==> src/rtl/uft_pkg.sv <==
package uft_pkg;
  localparam int WORD_W = 8;

  typedef struct packed {
    logic       sticky;
    logic [1:0] wlen;
    logic       fifo_en;
    logic       two_stop;
    logic       even;
    logic       par_en;
    logic       brk;
  } lcr_t;

  typedef enum logic [2:0] {
    S_IDLE, S_START, S_DATA, S_PAR, S_STOP, S_MARK
  } tx_st_e;

  function automatic logic [WORD_W-1:0] word_mask(input logic [1:0] wlen);
    return {WORD_W{1'b1}} >> (2'd3 - wlen);
  endfunction

  function automatic logic par_bit(input lcr_t c, input logic [WORD_W-1:0] d);
    logic [WORD_W-1:0] m;
    m = d & word_mask(c.wlen);
    if (c.sticky) return ~c.even;
    return c.even ? ^m : ~^m;
  endfunction
endpackage

==> src/rtl/uft_hold.sv <==
module uft_hold #(
  parameter int W = 8
) (
  input  logic         clk_i,
  input  logic         rst_ni,
  input  logic         valid_i,
  input  logic [W-1:0] data_i,
  input  logic         take_i,
  output logic         ready_o,
  output logic         full_o,
  output logic [W-1:0] data_o
);
  logic         full_q;
  logic [W-1:0] data_q;

  assign ready_o = !full_q;
  assign full_o  = full_q;
  assign data_o  = data_q;

  always_ff @(posedge clk_i or negedge rst_ni) begin
    if (!rst_ni) begin
      full_q <= 1'b0;
      data_q <= '0;
    end else if (take_i) begin
      full_q <= 1'b0;
    end else if (valid_i && !full_q) begin
      full_q <= 1'b1;
      data_q <= data_i;
    end
  end
endmodule

==> src/rtl/uft_tick_ctr.sv <==
module uft_tick_ctr #(
  parameter int OSR = 16
) (
  input  logic clk_i,
  input  logic rst_ni,
  input  logic tick_i,
  input  logic clr_i,
  output logic done_o
);
  localparam int CNT_W = (OSR > 2) ? $clog2(OSR) : 1;
  localparam logic [CNT_W-1:0] LAST = CNT_W'(OSR - 1);

  logic [CNT_W-1:0] cnt_q;
  logic [CNT_W-1:0] cnt_inc;

  generate
    if ((OSR & (OSR - 1)) == 0) begin : g_pow2
      assign cnt_inc = cnt_q + 1'b1;  // wraps naturally
    end else begin : g_any
      assign cnt_inc = (cnt_q == LAST) ? '0 : cnt_q + 1'b1;
    end
  endgenerate

  always_ff @(posedge clk_i or negedge rst_ni) begin
    if (!rst_ni)      cnt_q <= '0;
    else if (clr_i)   cnt_q <= '0;
    else if (tick_i)  cnt_q <= cnt_inc;
  end

  assign done_o = tick_i && !clr_i && (cnt_q == LAST);
endmodule

==> src/rtl/uft_framer.sv <==
module uft_framer
  import uft_pkg::*;
(
  input  logic              clk_i,
  input  logic              rst_ni,
  input  logic              tick_i,
  input  logic              go_i,
  input  lcr_t              cfg_i,
  input  logic              hold_full_i,
  input  logic [WORD_W-1:0] hold_data_i,
  input  logic              bit_done_i,
  output logic              take_o,
  output logic              clr_o,
  output logic              tx_o,
  output logic              busy_o
);
  tx_st_e            st_q;
  logic [WORD_W-1:0] sh_q;
  logic [2:0]        idx_q, last_q;
  logic              par_q, par_en_q, two_stop_q, stop2_q, brk_q;

  assign take_o = (st_q == S_IDLE) && !cfg_i.brk && go_i && tick_i && hold_full_i;
  assign clr_o  = take_o || cfg_i.brk;
  assign busy_o = (st_q != S_IDLE);

  always_ff @(posedge clk_i or negedge rst_ni) begin
    if (!rst_ni) begin
      st_q       <= S_IDLE;
      sh_q       <= '0;
      idx_q      <= '0;
      last_q     <= '0;
      par_q      <= 1'b0;
      par_en_q   <= 1'b0;
      two_stop_q <= 1'b0;
      stop2_q    <= 1'b0;
      brk_q      <= 1'b0;
    end else begin
      brk_q <= cfg_i.brk;
      if (cfg_i.brk) begin
        st_q <= S_MARK;  // drop frame, hold line low
      end else begin
        unique case (st_q)
          S_IDLE: if (take_o) begin
            st_q       <= S_START;
            sh_q       <= hold_data_i;
            last_q     <= 3'd4 + {1'b0, cfg_i.wlen};
            par_q      <= par_bit(cfg_i, hold_data_i);
            par_en_q   <= cfg_i.par_en;
            two_stop_q <= cfg_i.two_stop;
          end
          S_START: if (bit_done_i) begin
            st_q  <= S_DATA;
            idx_q <= '0;
          end
          S_DATA: if (bit_done_i) begin
            sh_q <= sh_q >> 1;
            if (idx_q == last_q) begin
              st_q    <= par_en_q ? S_PAR : S_STOP;
              stop2_q <= 1'b0;
            end else begin
              idx_q <= idx_q + 1'b1;
            end
          end
          S_PAR: if (bit_done_i) begin
            st_q    <= S_STOP;
            stop2_q <= 1'b0;
          end
          S_STOP: if (bit_done_i) begin
            if (two_stop_q && !stop2_q) stop2_q <= 1'b1;
            else                        st_q    <= S_IDLE;
          end
          S_MARK: if (bit_done_i) st_q <= S_IDLE;  // guard bit after break
          default: st_q <= S_IDLE;
        endcase
      end
    end
  end

  always_comb begin
    unique case (st_q)
      S_START: tx_o = 1'b0;
      S_DATA:  tx_o = sh_q[0];
      S_PAR:   tx_o = par_q;
      S_MARK:  tx_o = !brk_q;
      default: tx_o = 1'b1;
    endcase
  end
endmodule

==> src/rtl/uart_frame_tx.sv <==
module uart_frame_tx
  import uft_pkg::*;
#(
  parameter int OSR = 16
) (
  input  logic              clk_i,
  input  logic              rst_ni,
  input  logic              tick_i,
  input  logic              en_i,
  input  logic              tx_en_i,
  input  logic [7:0]        lcr_i,
  input  logic [WORD_W-1:0] data_i,
  input  logic              valid_i,
  output logic              ready_o,
  output logic              tx_o,
  output logic              busy_o,
  output logic              empty_o
);
  lcr_t              cfg;
  logic              take, clr, bit_done, hold_full;
  logic [WORD_W-1:0] hold_data;

  // queue-enable bit has no meaning without a queue
  assign cfg     = lcr_t'(lcr_i & 8'hEF);
  assign empty_o = !hold_full;

  uft_hold #(.W(WORD_W)) u_hold (
    .clk_i   (clk_i),
    .rst_ni  (rst_ni),
    .valid_i (valid_i),
    .data_i  (data_i),
    .take_i  (take),
    .ready_o (ready_o),
    .full_o  (hold_full),
    .data_o  (hold_data)
  );

  uft_tick_ctr #(.OSR(OSR)) u_ctr (
    .clk_i  (clk_i),
    .rst_ni (rst_ni),
    .tick_i (tick_i),
    .clr_i  (clr),
    .done_o (bit_done)
  );

  uft_framer u_framer (
    .clk_i       (clk_i),
    .rst_ni      (rst_ni),
    .tick_i      (tick_i),
    .go_i        (en_i && tx_en_i),
    .cfg_i       (cfg),
    .hold_full_i (hold_full),
    .hold_data_i (hold_data),
    .bit_done_i  (bit_done),
    .take_o      (take),
    .clr_o       (clr),
    .tx_o        (tx_o),
    .busy_o      (busy_o)
  );
endmodule

==> config.mk <==
export PLATFORM = sky130hd
export DESIGN_NAME = uart_frame_tx
export DESIGN_NICKNAME = d
export VERILOG_FILES = /design/src/rtl/uft_pkg.sv /design/src/rtl/uft_hold.sv /design/src/rtl/uft_tick_ctr.sv /design/src/rtl/uft_framer.sv /design/src/rtl/uart_frame_tx.sv
export SDC_FILE = /design/constraint.sdc
export NUM_CORES = 1
export LEC_CHECK = 0
export ABC_AREA = 0
export BUFFER_PORTS_ARGS = -buffer_cell sky130_fd_sc_hd__buf_2
export CORE_MARGIN = 10
export CORE_UTILIZATION = 50
export DETAILED_ROUTE_END_ITERATION = 8
export HOLD_SLACK_MARGIN = 0.06
export PLACE_DENSITY = 0.81
export SLEW_MARGIN = 0
export SYNTH_ARGS = -nofsm -noshare
export SYNTH_HDL_FRONTEND = slang
export SYNTH_HIERARCHICAL = 1
export SYNTH_SLANG_ARGS = --single-unit
==> constraint.sdc <==
create_clock -name clk_i -period 2.9 [get_ports clk_i]
set_clock_uncertainty 0.05 [all_clocks]
set_input_delay 0.145 -clock clk_i [delete_from_list [all_inputs] [get_ports clk_i]]
set_output_delay 0.145 -clock clk_i [all_outputs]
set_load 0.02 [all_outputs]
==> out/results.ini <==
[global_routing]
grt_util_all_layers = 0.130
grt_pass1_wl_um = 6610
antenna_found_initial = 0
grt_pass1_vias = 1424
grt_start_max_net_pins = 36
gr-total-overflow = 0

[cells_and_area]
finalNonFillerCells = 257
regArea_um2 = 876
drive_gt1_frac = 0.265
layout.nets = 234
multiInputGateArea_um2 = 885
syn2layout_area_growth_pct = 23.2
fill_cells = 268
antenna-diode-count = 0

[cts]
htreeDepth = 2
cts_resized = 0
cts_max_path_buffers = 2
cts_tree = built
tritoncts.num_buffers = 5
clk_pin_slew_ps = 70
post-cts-setup-buffers = 0
ctsHoldBuffers = 14
cts_sinks = 35
clk_latency_ps = 290
cts_root_buffer = clkbuf_8

[setup_path]
start_kind = flop
crit_buf_inv = 1
worst-endpoint-arrival_ps = 2670
path_delay_family = simple AND/OR/NAND/NOR gates
crit_path_max_fanout = 16
critical_path_class = flop to flop
crit_slowest_cell = dfrtp_1
crit_required_ps = 3060
crit_chain = or4_1 -> nand2b_1 -> nor2b_1 -> and4_1 -> nand2_1 -> a2111oi_4 -> buf_4 -> nor2_1 -> a21oi_1
max_stage_delay_ps = 570
cp-end-kind = flop

[logic_synthesis]
ys_warn_count = 6
syn_area_per_cell_um2 = 11.0
syn-num-nets = 191
postSynthCellCount = 167
syn_area_um2 = 1840

[sta]
tns_ps = 0
slew_viol_final = 0
period_needed_ps = 2510
post-route-period-util = 0.865
worst_pin_slew_ps = 774
setup_viol = 0
finalWorstSetupSlack_ps = 391
fmax_mhz = 399
finalHoldViolCount = 0
rsz0062_at_grt = no
slew_headroom = 0.484

[floorplan]
rows = 21
dieHeight_um = 80.6
die_x_um = 80.6
initial_core_util = 0.534
coreArea_um2 = 3440
die_area_um2 = 6500
io_pins = 26

[power]
p_leak_nw = 1.08
intPower_uw = 861
finalPower_mw = 1.11
switchingPower_uw = 254
seq_power_share = 0.473
netSwitchingFraction = 0.228
ir_drop_mv = 0.335
pwr-share-comb = 0.112
p_per_area_nw_per_um2 = 493
p_clk_frac = 0.415

[routing]
dr.pass1.iters = 4
routed_wl_um = 3760
drtIter0Drc = 108
routed_via_density = 5.45
vias = 1400
drc = 0
routedWlPerCell_um = 14.6
ant_nets = 0

[status]
outcome = completed

[worst_hold_path]
hold_class = primary input to flop

[place]
io_buffers = 24
post-place-ws_ps = 422
routabilityCongestion = 0.856
place_inst = 235
hpwl_um = 2720

[run]
max_cap_viol_count = 0

==> per-stage QoR <==
step / hold WS [ps] / cell area (um^2) / utilization
after floorplan: -201 / 1840 / -
after global placement: 197 / 2000 / 0.582
after detailed placement: 216 / 2000 / 0.582
after CTS: 75.4 / 2260 / 0.658
after global routing: 75.1 / 2260 / 0.658
final: 90.1 / 2260 / 0.658
==> layer usage <==
layer / GRT usage / vias to the layer above / routed length, um
met4: 0.0528 / 0 / 33
li1: - / 681 / -
met5: 0 / - / 0
met3: 0.0501 / 2 / 192
met2: 0.223 / 28 / 2040
met1: 0.140 / 689 / 1500
==> sequential cells by signal, summed over array words and instances, names as in the netlist <==
register / cells
u_framer/stop2_q: 1
u_ctr/cnt_q: 4
u_hold/full_o: 1
u_framer/two_stop_q: 1
u_framer/last_q: 3
u_framer/brk_q: 1
u_framer/sh_q: 8
u_framer/par_en_q: 1
u_framer/idx_q: 3
u_hold/data_o: 8
u_framer/st_q: 3
u_framer/par_q: 1
==> area by class of cell <==
class                   instances  area share
multi-input cells             117       0.391
flip-flops and latches         35       0.387
repair buffers                 42       0.128
clock buffers                   6      0.0365
well taps                      46      0.0254
clock inverters                 2      0.0171
inverters                       9      0.0149
==> power groups by stage <==
stage	Combinational (mW)	Clock [mW]	Sequential, mW
finish	0.125	0.462	0.527
global placement	0.106	0	0.535
floorplan	0.0755	0	0.531
global route	0.141	0.503	0.531
CTS	0.127	0.475	0.528
detailed placement	0.112	0	0.537
==> path summary, 6_finish.rpt <==
| kind | start | slack, ps | cells past startpoint | end |
|---|---|---|---|---|
| worst max-delay path | u_framer/st_q[2] | 390 | 9 | u_framer/sh_q[1] |
| worst min-delay path | lcr_i[5] | 90 | 2 | u_framer/last_q[0] |
| worst max register to register | u_framer/st_q[2] | 390 | 9 | u_framer/sh_q[1] |
| worst min register to register | u_framer/stop2_q | 460 | 2 | u_framer/stop2_q |
| max in group asynchronous | rst_ni | 1900 | 2 | u_framer/last_q[2] |
| min in group asynchronous | rst_ni | 420 | 2 | u_hold/full_o |
==> worst reg2reg max path, stage by stage, from the launching register on <==
cell and delay, ps:
dfrtp_1 570, or4_1 210, nand2b_1 140, nor2b_1 190
and4_1 340, nand2_1 150, a2111oi_4 360, buf_4 250
nor2_1 60, a21oi_1 120
==> cells in the final DEF (no fill, tap or decap), types with 2 or more instances in the layout <==
cell	instances
dfrtp_1	35
buf_2	24
nor2_1	17
dlygate4sd3_1	14
a21oi_1	14
mux2_2	12
mux2i_1	9
inv_1	8
o21ai_0	8
clkbuf_8	6
xnor2_1	6
nand2_1	6
nand2b_1	4
buf_4	4
nand3_1	3
and2_1	2
nor2b_1	2
ha_1	2
a31oi_1	2
o31ai_1	2
o211ai_1	2
nor4_1	2
Power figures use the tool's default switching activity.
